--- src/rtl/iwr_pkg.sv ---
package iwr_pkg;
   localparam int unsigned IWR_ADDR_W   = 32;
   localparam int unsigned IWR_DATA_W   = 32;
   localparam int unsigned IWR_DEPTH    = 4;
   localparam int unsigned IWR_WIN_BITS = 12;
   localparam logic [IWR_WIN_BITS-1:0] IWR_WIN_TAG = 12'hFEE;

   typedef enum logic [0:0] {
      SRC_HUB = 1'b0,
      SRC_PCI = 1'b1
   } iwr_src_e;

   // A source may produce interrupt messages unless it is the PCI-style
   // port without PCI semantics.
   function automatic logic iwr_irq_eligible(iwr_src_e src, logic pcisem);
      return (src == SRC_HUB) || pcisem;
   endfunction
endpackage

--- src/rtl/iwr_ingress_arb.sv ---
module iwr_ingress_arb #(
   parameter int unsigned DEPTH = iwr_pkg::IWR_DEPTH,
   localparam int unsigned CW   = $clog2(DEPTH + 1)
) (
   input  logic          clk,
   input  logic          rst_n,
   input  logic          hub_vld,
   input  logic          pci_vld,
   input  logic [CW-1:0] occupancy,
   output logic          hub_push,
   output logic          pci_push,
   output logic          hub_rty,
   output logic          pci_rty
);
   logic [CW-1:0] free_slots;
   logic          hub_fits;
   logic          pci_fits;

   initial assert (DEPTH >= 2) else $error("iwr_ingress_arb: DEPTH must be at least 2");

   always_comb begin
      free_slots = CW'(DEPTH) - occupancy;
      hub_fits   = (free_slots != '0);
      // hub link goes first; PCI-style needs a second slot when both ask
      pci_fits   = hub_vld ? (free_slots >= CW'(2)) : (free_slots != '0);
      hub_push   = hub_vld &&  hub_fits;
      pci_push   = pci_vld &&  pci_fits;
      hub_rty    = hub_vld && !hub_fits;
      pci_rty    = pci_vld && !pci_fits;
   end

   // retry only answers a live request
   a_r9_hub_retry_needs_req: assert property (@(posedge clk) disable iff (!rst_n)
      hub_rty |-> hub_vld);
   a_r9_pci_retry_needs_req: assert property (@(posedge clk) disable iff (!rst_n)
      pci_rty |-> pci_vld);
   // PCI-style never wins a slot the hub link was denied
   a_r4_hub_priority: assert property (@(posedge clk) disable iff (!rst_n)
      (pci_push && hub_vld) |-> hub_push);
endmodule

--- src/rtl/iwr_post_fifo.sv ---
module iwr_post_fifo #(
   parameter int unsigned DEPTH   = iwr_pkg::IWR_DEPTH,
   parameter int unsigned ENT_W   = 1 + iwr_pkg::IWR_ADDR_W + iwr_pkg::IWR_DATA_W,
   localparam int unsigned PW     = $clog2(DEPTH),
   localparam int unsigned CW     = $clog2(DEPTH + 1),
   localparam bit          POW2   = (DEPTH == (1 << PW))
) (
   input  logic             clk,
   input  logic             rst_n,
   input  logic             push_a,
   input  logic [ENT_W-1:0] ent_a,
   input  logic             push_b,
   input  logic [ENT_W-1:0] ent_b,
   input  logic             pop,
   output logic             head_vld,
   output logic [ENT_W-1:0] head_ent,
   output logic [CW-1:0]    occupancy
);
   logic [ENT_W-1:0] slots [DEPTH];
   logic [PW-1:0]    wr_ptr, rd_ptr;
   logic [PW-1:0]    wr_p1, wr_p2, rd_p1;
   logic [PW-1:0]    b_idx;
   logic [CW-1:0]    count_q;
   logic [1:0]       n_push;

   initial assert (DEPTH >= 2) else $error("iwr_post_fifo: DEPTH must be at least 2");

   generate
      if (POW2) begin : g_wrap_free
         always_comb begin
            wr_p1 = wr_ptr + PW'(1);
            wr_p2 = wr_ptr + PW'(2);
            rd_p1 = rd_ptr + PW'(1);
         end
      end else begin : g_wrap_cmp
         always_comb begin
            wr_p1 = (wr_ptr == PW'(DEPTH - 1)) ? '0 : wr_ptr + PW'(1);
            wr_p2 = (wr_p1  == PW'(DEPTH - 1)) ? '0 : wr_p1  + PW'(1);
            rd_p1 = (rd_ptr == PW'(DEPTH - 1)) ? '0 : rd_ptr + PW'(1);
         end
      end
   endgenerate

   always_comb begin
      b_idx  = push_a ? wr_p1 : wr_ptr;
      n_push = {1'b0, push_a} + {1'b0, push_b};
   end

   generate
      for (genvar gi = 0; gi < DEPTH; gi++) begin : g_slot
         always_ff @(posedge clk) begin
            if (push_a && (wr_ptr == PW'(gi)))
               slots[gi] <= ent_a;
            else if (push_b && (b_idx == PW'(gi)))
               slots[gi] <= ent_b;
         end
      end
   endgenerate

   always_ff @(posedge clk) begin
      if (!rst_n) begin
         wr_ptr  <= '0;
         rd_ptr  <= '0;
         count_q <= '0;
      end else begin
         case (n_push)
            2'd1:    wr_ptr <= wr_p1;
            2'd2:    wr_ptr <= wr_p2;
            default: wr_ptr <= wr_ptr;
         endcase
         if (pop) rd_ptr <= rd_p1;
         count_q <= count_q + CW'(n_push) - CW'(pop);
      end
   end

   always_comb begin
      occupancy = count_q;
      head_vld  = (count_q != '0);
      head_ent  = slots[rd_ptr];
   end

   // nothing is stored once the queue is full
   a_r3_no_overflow: assert property (@(posedge clk) disable iff (!rst_n)
      (count_q == CW'(DEPTH)) |-> !(push_a || push_b));
   a_r5_no_underflow: assert property (@(posedge clk) disable iff (!rst_n)
      pop |-> head_vld);
endmodule

--- src/rtl/iwr_class_steer.sv ---
module iwr_class_steer #(
   parameter int unsigned ADDR_W   = iwr_pkg::IWR_ADDR_W,
   parameter int unsigned DATA_W   = iwr_pkg::IWR_DATA_W,
   parameter int unsigned WIN_BITS = iwr_pkg::IWR_WIN_BITS,
   parameter logic [WIN_BITS-1:0] WIN_TAG = iwr_pkg::IWR_WIN_TAG,
   localparam int unsigned ENT_W   = 1 + ADDR_W + DATA_W
) (
   input  logic              clk,
   input  logic              rst_n,
   input  logic              head_vld,
   input  logic [ENT_W-1:0]  head_ent,
   output logic              pop,
   output logic              mem_vld,
   input  logic              mem_rdy,
   output logic [ADDR_W-1:0] mem_addr,
   output logic [DATA_W-1:0] mem_data,
   output logic              irq_vld,
   input  logic              irq_rdy,
   output logic [ADDR_W-1:0] irq_addr,
   output logic [DATA_W-1:0] irq_data
);
   logic              h_elig;
   logic [ADDR_W-1:0] h_addr;
   logic [DATA_W-1:0] h_data;
   logic              in_window;

   initial assert (ADDR_W >= WIN_BITS) else $error("iwr_class_steer: window wider than address");

   always_comb begin
      {h_elig, h_addr, h_data} = head_ent;
      in_window = (h_addr[ADDR_W-1 -: WIN_BITS] == WIN_TAG);
      irq_vld   = head_vld &&  (h_elig && in_window);
      mem_vld   = head_vld && !(h_elig && in_window);
      irq_addr  = h_addr;
      irq_data  = h_data;
      mem_addr  = h_addr;
      mem_data  = h_data;
      pop       = (irq_vld && irq_rdy) || (mem_vld && mem_rdy);
   end

   // one head, one output
   a_r5_one_output: assert property (@(posedge clk) disable iff (!rst_n)
      !(irq_vld && mem_vld));
   // interrupt output carries window addresses only
   a_r1_irq_in_window: assert property (@(posedge clk) disable iff (!rst_n)
      irq_vld |-> (irq_addr[ADDR_W-1 -: WIN_BITS] == WIN_TAG));
   // stalled outputs hold
   a_r6_irq_hold: assert property (@(posedge clk) disable iff (!rst_n)
      (irq_vld && !irq_rdy) |=> (irq_vld && $stable(irq_addr) && $stable(irq_data)));
   a_r6_mem_hold: assert property (@(posedge clk) disable iff (!rst_n)
      (mem_vld && !mem_rdy) |=> (mem_vld && $stable(mem_addr) && $stable(mem_data)));
endmodule

--- src/rtl/intr_write_router.sv ---
module intr_write_router #(
   parameter int unsigned ADDR_W   = iwr_pkg::IWR_ADDR_W,
   parameter int unsigned DATA_W   = iwr_pkg::IWR_DATA_W,
   parameter int unsigned DEPTH    = iwr_pkg::IWR_DEPTH,
   parameter int unsigned WIN_BITS = iwr_pkg::IWR_WIN_BITS,
   parameter logic [WIN_BITS-1:0] WIN_TAG = iwr_pkg::IWR_WIN_TAG
) (
   input  logic              clk,
   input  logic              rst_n,
   input  logic              hub_valid,
   input  logic [ADDR_W-1:0] hub_addr,
   input  logic [DATA_W-1:0] hub_data,
   output logic              hub_retry,
   input  logic              pci_valid,
   input  logic              pci_pcisem,
   input  logic [ADDR_W-1:0] pci_addr,
   input  logic [DATA_W-1:0] pci_data,
   output logic              pci_retry,
   output logic              mem_out_valid,
   input  logic              mem_out_ready,
   output logic [ADDR_W-1:0] mem_out_addr,
   output logic [DATA_W-1:0] mem_out_data,
   output logic              irq_out_valid,
   input  logic              irq_out_ready,
   output logic [ADDR_W-1:0] irq_out_addr,
   output logic [DATA_W-1:0] irq_out_data
);
   import iwr_pkg::*;

   localparam int unsigned ENT_W = 1 + ADDR_W + DATA_W;
   localparam int unsigned CW    = $clog2(DEPTH + 1);

   logic             hub_push, pci_push, pop, head_vld;
   logic [ENT_W-1:0] hub_ent, pci_ent, head_ent;
   logic [CW-1:0]    occupancy;

   always_comb begin
      hub_ent = {iwr_irq_eligible(SRC_HUB, 1'b1), hub_addr, hub_data};
      pci_ent = {iwr_irq_eligible(SRC_PCI, pci_pcisem), pci_addr, pci_data};
   end

   iwr_ingress_arb #(.DEPTH(DEPTH)) u_arb (
      .clk       (clk),
      .rst_n     (rst_n),
      .hub_vld   (hub_valid),
      .pci_vld   (pci_valid),
      .occupancy (occupancy),
      .hub_push  (hub_push),
      .pci_push  (pci_push),
      .hub_rty   (hub_retry),
      .pci_rty   (pci_retry)
   );

   iwr_post_fifo #(.DEPTH(DEPTH), .ENT_W(ENT_W)) u_fifo (
      .clk       (clk),
      .rst_n     (rst_n),
      .push_a    (hub_push),
      .ent_a     (hub_ent),
      .push_b    (pci_push),
      .ent_b     (pci_ent),
      .pop       (pop),
      .head_vld  (head_vld),
      .head_ent  (head_ent),
      .occupancy (occupancy)
   );

   iwr_class_steer #(
      .ADDR_W(ADDR_W), .DATA_W(DATA_W), .WIN_BITS(WIN_BITS), .WIN_TAG(WIN_TAG)
   ) u_steer (
      .clk      (clk),
      .rst_n    (rst_n),
      .head_vld (head_vld),
      .head_ent (head_ent),
      .pop      (pop),
      .mem_vld  (mem_out_valid),
      .mem_rdy  (mem_out_ready),
      .mem_addr (mem_out_addr),
      .mem_data (mem_out_data),
      .irq_vld  (irq_out_valid),
      .irq_rdy  (irq_out_ready),
      .irq_addr (irq_out_addr),
      .irq_data (irq_out_data)
   );

   // a PCI-style write without PCI semantics never becomes an interrupt
   a_r2_nosem_is_memory: assert property (@(posedge clk) disable iff (!rst_n)
      (pci_push && !hub_push && !pci_pcisem && !head_vld) |=> !irq_out_valid);
endmodule

--- config.mk ---
export PLATFORM = sky130hd
export DESIGN_NAME = intr_write_router
export DESIGN_NICKNAME = d
export VERILOG_FILES = /design/src/rtl/iwr_pkg.sv /design/src/rtl/iwr_ingress_arb.sv /design/src/rtl/iwr_post_fifo.sv /design/src/rtl/iwr_class_steer.sv /design/src/rtl/intr_write_router.sv
export SDC_FILE = /design/constraint.sdc
export NUM_CORES = 1
export LEC_CHECK = 0
export BUFFER_PORTS_ARGS = -buffer_cell sky130_fd_sc_hd__buf_2
export CAP_MARGIN = 20
export CORE_UTILIZATION = 40
export CTS_CLUSTER_DIAMETER = 120
export DETAILED_ROUTE_END_ITERATION = 12
export PLACE_DENSITY = 0.63
export SYNTH_ARGS = -nofsm -noshare
export SYNTH_HDL_FRONTEND = slang
export SYNTH_SLANG_ARGS = --single-unit
--- constraint.sdc ---
create_clock -name clk -period 18.6 [get_ports clk]
set_input_delay 1.86 -clock clk [delete_from_list [all_inputs] [get_ports clk]]
set_output_delay 1.86 -clock clk [all_outputs]
set_load 0.02 [all_outputs]
==> Word-level counts from Yosys, hierarchy flattened <==
Memory sizes are Yosys's and may differ from the RTL's. A register that Yosys moved wholly into a read port is not among the register bits.
Cells that the tools add are included.
{ "classes": {"bitwise": 4, "div": 0, "n_mux": 35, "n_mul": 0, "n_lt_le_gt_ge": 1, "addsub": 7, "n_reduce_logical": 28, "shift": 0, "n_eq_ne": 9} }
{ "ops": {"columns": ["operator", "count"], "rows": [
  ["$mux 65", 6],
  ["$reduce_or 65->1", 2],
  ["$mux 1", 23],
  ["$logic_and 1x1->1", 17],
  ["$eq 12x12->1 const B", 1],
  ["$eq 2x2->1 const B", 5],
  ["$mux 2", 5],
  ["$eq 2x1->1 const B", 3],
  ["$reduce_bool 3->1", 2],
  ["$add 2x1->2 const B", 2],
  ["$logic_not 2->1", 2],
  ["$or 1x1->1", 4],
  ["$pmux 2 s2", 1],
  ["$add 3x2->3", 1],
  ["$ge 3x2->1 const B", 1],
  ["$logic_not 1->1", 3],
  ["$sub 3x1->3", 1],
  ["$sub 3x3->3 const A", 1],
  ["$add 1x1->2", 1],
  ["$add 2x2->2 const B", 1],
  ["$reduce_bool 2->1", 1],
  ["$logic_or 1x1->1", 1]
]} }
{ "totals": {"romBits": 0, "ff_bits": 7, "ramBits": 260, "latchBits": 0, "n_memories": 1} }
{ "memory_table": {"columns": ["memory", "words", "word_bits", "rd", "rd_clocked_by_memory_dff", "wr", "line", "rtl"], "rows": [
  ["u_fifo.slots", 4, 65, 1, 1, 2, "iwr_post_fifo.sv:19", "logic [ENT_W-1:0] slots [DEPTH];"]
]} }

==> Logic depth before layout (Yosys ltp) <==
{ "depth": {"ltp_word": 12, "depth_mapped": 14, "depth_no_buf": 14} }

==> Hierarchy <==
Synthesis repeated with hierarchy kept, for this count alone.
{ "hier_totals": {"hier_cells": 960, "hier_area_um2": 13997.2} }
{ "by_module_without_submodules": {"columns": ["mod", "n_inst", "cells_each", "area_each_um2", "seq_area_each_um2"], "rows": [
  ["iwr_post_fifo", 1, 810, 12874.8, 7987.7],
  ["iwr_class_steer", 1, 138, 1031.0, 0.0],
  ["iwr_ingress_arb", 1, 11, 87.6, 0.0],
  ["intr_write_router", 1, 1, 3.8, 0.0]
]} }

==> Worst setup path before layout <==
OpenSTA, ideal clock, no wires.
{ "synth_timing": {"path_type": "input-to-reg", "startpoint": "input port hub_valid", "endpoint": "memory u_fifo.slots[1][0] (netlist bit), enable pin", "arrival_time_ns": 7.038, "setup_slack_ns": 10.985, "cell_stages": 6, "path_cell_list": "nand2b_1 inv_2 buf_2 nor3_1 nor2_1 o21ai_0"} }
{ "synth_rtl": {"columns": ["element", "line", "rtl"], "rows": [
  ["from (decl)", "intr_write_router.sv:10", "input logic hub_valid,"],
  ["to (decl)", "iwr_post_fifo.sv:19", null]
]} }

==> key figures <==
Run status
  • Result of the run: completed

Power
  • Leakage: 5.72 nW
  • Fraction of power spent switching nets: 0.373
  • Maximum VDD drop: 0.0977 mV
  • Int Pwr: 1.64 mW
  • Share of power burned in the clock network: 0.209
  • Sequential share of power: 0.379
  • Cell Pwr Density: 164 nW/µm²
  • Sw Pwr: 0.978 mW
  • Combinational fraction of design power: 0.411

Synthesis
  • Per-instance average area after synthesis: 17.3 µm²
  • Distinct cell type count of the synthesized netlist: 39
  • Warnings from Yosys: 0
  • Cell area after synthesis: 13700 µm²
  • Synth Register Bits: 269
  • Synth Flop Type: sky130_fd_sc_hd__edfxtp_1
  • Net Count, Synth: 943
  • EDFF count, synth: 260
  • Async set-reset flop share out of synthesis: 0
  • Synthesized instance count: 794
  • Sequential element share of the synthesized area: 0.583

Global route
  • Vias in the first global route: 7943
  • Wire length of the first global-routing pass: 46.8 mm
  • Largest net degree at the start of global routing: 66
  • Initial antenna violation count: 5
  • GRT Util Overall: 0.175
  • Leftover overflow at the end of global routing: 0

CTS
  • Maximum level of the CTS H-tree: 1
  • Hold buffers post-CTS: 0
  • Clock sink total: 269
  • Post-CTS Setup Repair Bufs: 0
  • Post-CTS Resized: 0
  • Clock slew at the register clock pins of the worst setup and hold paths: 0.06 ns
  • Clock latency at the later pin of the worst-skew pair: 0.54 ns
  • Clk buf depth: 3
  • Buffer type at the clock tree root: sky130_fd_sc_hd__clkbuf_16
  • Number of buffers created by CTS: 30
  • Clock tree from TritonCTS: built

Setup path
  • Critical path launch point type: flip-flop
  • Crit Path Category: reg -> out
  • Number of cells on the worst reg-to-reg path: 11
  • Required time of the critical path: 16.74 ns
  • Highest fanout seen on the critical path: 34
  • Setup slack, reg-to-reg: 14.43 ns
  • Destination of the worst register-to-register timing path: u_fifo.occupancy[2]$_SDFF_PN0_
  • Worst EP arrival: 3.35 ns
  • Category of the worst setup path capture point: output port
  • Capturing element of the worst setup path: irq_out_valid

Timing
  • Transition time of the tightest slew-check pin: 1.08 ns
  • Worst rel slew slack: 0.280
  • Final critical-path share of the clock period: 0.280
  • Final hold violation count: 0
  • Slew Limit Fails: 0
  • Peak Freq: 0.192 GHz
  • Setup repair after global routing missed its margin: false
  • Setup TNS after final layout: 0 ns
  • Post-route worst hold slack: 0.467 ns
  • Final setup skew: 0.00840 ns
  • Endpoints failing setup: 0
  • Post-route minimum period: 5.21 ns

Cells and area
  • Net count of the finished layout: 1144
  • Most common library cell in the layout ignoring fill and taps: sky130_fd_sc_hd__buf_2
  • Share of the core filled with cells: 0.475
  • Final Instance Area: 16000 µm²
  • Proportion of layout cells with a drive suffix above 1: 0.387
  • Most used cells in the layout excluding fill and tap cells: sky130_fd_sc_hd__buf_2 (266), sky130_fd_sc_hd__edfxtp_1 (260), sky130_fd_sc_hd__mux2_1 (256)
  • Non-filler instance count after layout: 1467
  • Growth of design area from synthesis to finish: 16.6%

Die
  • Placeable core region: 33600 µm²
  • Placement Rows: 67
  • Die Span X: 187 µm
  • Boundary Pins: 267
  • Effective utilization at floorplan: 0.408
  • Overall die area: 35000 µm²
  • Die extent in y: 187 µm

Run
  • Max-cap check violation count: 0

Drt
  • Total via count after detailed routing: 7559
  • Detailed-route wire length per cell: 20.9 µm
  • DRC violation count after routing: 0
  • First-pass DRT Iterations: 4
  • Total wire length after detailed routing: 30.7 mm
  • Detail-routed via count per cell: 5.15
  • First-iteration detailed-routing DRC count: 354
  • Detail Route Antenna Nets: 0

Placement
  • Half-perimeter wire length of the detailed placement result: 18.1 mm
  • Final estimated routing congestion in global placement: 0.749
  • Count of buffers inserted at the top-level ports: 266
  • Count of placed standard cells including taps: 1411
  • Area after detailed placement: 15100 µm²

Worst hold path
  • Type of the most critical hold path: reg -> reg
## Yosys cell counts (all sizes together) (4+ instances only)
master  number  area (µm²)
and2         4        25.0
buf        100         663
clkbuf       8        30.0
dfxtp        9         180
edfxtp     260        7810
ha          13         163
inv         11        41.3
mux2       256        2880
mux2i        5        50.1
mux4        65        1460
nand2       10        37.5
nand2b       5        31.3
nor2         8        32.5
nor2b        6        37.5
nor3         7        35.0
o21ai        6        30.0
## cell type report
cell class | count | area (µm²)
well taps | 448 | 561
clock buffers | 36 | 795
repair buffers | 277 | 1410
multi-input cells | 406 | 5060
flip-flops and latches | 269 | 8000
clock inverters | 18 | 106
diodes | 2 | 5.00
fillers | 2939 | 17600
inverters | 11 | 41.3
## worst max-delay path: stages (launching register included)
cell and delay [ns]:
sky130_fd_sc_hd__dfxtp_4 0.79, sky130_fd_sc_hd__buf_4 0.73, sky130_fd_sc_hd__mux4_2 0.39, sky130_fd_sc_hd__nand4b_4 0.11, sky130_fd_sc_hd__nor4_4 0.39, sky130_fd_sc_hd__nor2b_1 0.18
sky130_fd_sc_hd__buf_2 0.17
## how the worst min path moves through the flow
stage                                   from   endpoint  slack [ns]  cells after the start
3_5_place_dp   u_fifo.rd_ptr[1]$_SDFFE_PN0N_  flip-flop        0.46                      2
2_1_floorplan  u_fifo.rd_ptr[1]$_SDFFE_PN0N_  flip-flop        0.45                      2
6_report       u_fifo.rd_ptr[1]$_SDFFE_PN0N_  flip-flop        0.47                      2
4_1_cts        u_fifo.rd_ptr[1]$_SDFFE_PN0N_  flip-flop        0.47                      2
3_3_place_gp   u_fifo.rd_ptr[1]$_SDFFE_PN0N_  flip-flop        0.45                      2
5_1_grt        u_fifo.rd_ptr[1]$_SDFFE_PN0N_  flip-flop        0.53                      2
## cells by family after synthesis
| logic type | after synthesis | share of synthesized area |
|---|---|---|
| AND/OR/NAND/NOR | 52 | 0.0226 |
| flip-flops | 269 | 0.583 |
| XOR/XNOR | 2 | 0.00128 |
| buffers and inverters | 119 | 0.0536 |
| multiplexers | 326 | 0.321 |
| AO/OA/AOI/OAI | 12 | 0.00548 |
| adder cells (fa/ha/maj) | 14 | 0.0133 |
## power by group through the flow
| stage | combinational [mW] | sequential (mW) | clock [mW] |
|---|---|---|---|
| 2_1_floorplan | 0.875 | 0.991 | 0 |
| 3_3_place_gp | 1.09 | 1.01 | 0 |
| 3_5_place_dp | 1.10 | 1.01 | 0 |
| 4_1_cts | 1.10 | 0.999 | 0.562 |
| 5_1_grt | 1.15 | 1.02 | 0.585 |
| 6_report | 1.08 | 0.993 | 0.549 |
## state kept, by name, indices dropped and copies added (netlist names), named ones only
name and flops:
u_fifo.slots 260, u_fifo.occupancy 3, u_fifo.rd_ptr 2, u_fifo.wr_ptr 2
## metal layers
layer	part of all wire	GRT usage	vias to the layer above	wire length, µm
met5	0.0010	0	-	31
met4	0.015	0.0353	4	446
met3	0.058	0.0383	37	1770
met2	0.49	0.296	228	15000
met1	0.44	0.231	3800	13400
li1	-	-	3490	-
## stage by stage
stage          setup slack [ns]  total power [mW]
2_1_floorplan             10.98              1.87
4_1_cts                   13.24              2.66
3_5_place_dp              13.83              2.11
5_1_grt                   13.06              2.75
6_report                  13.39              2.62
3_3_place_gp              13.86              2.10
(Power assumes the default switching activity.)
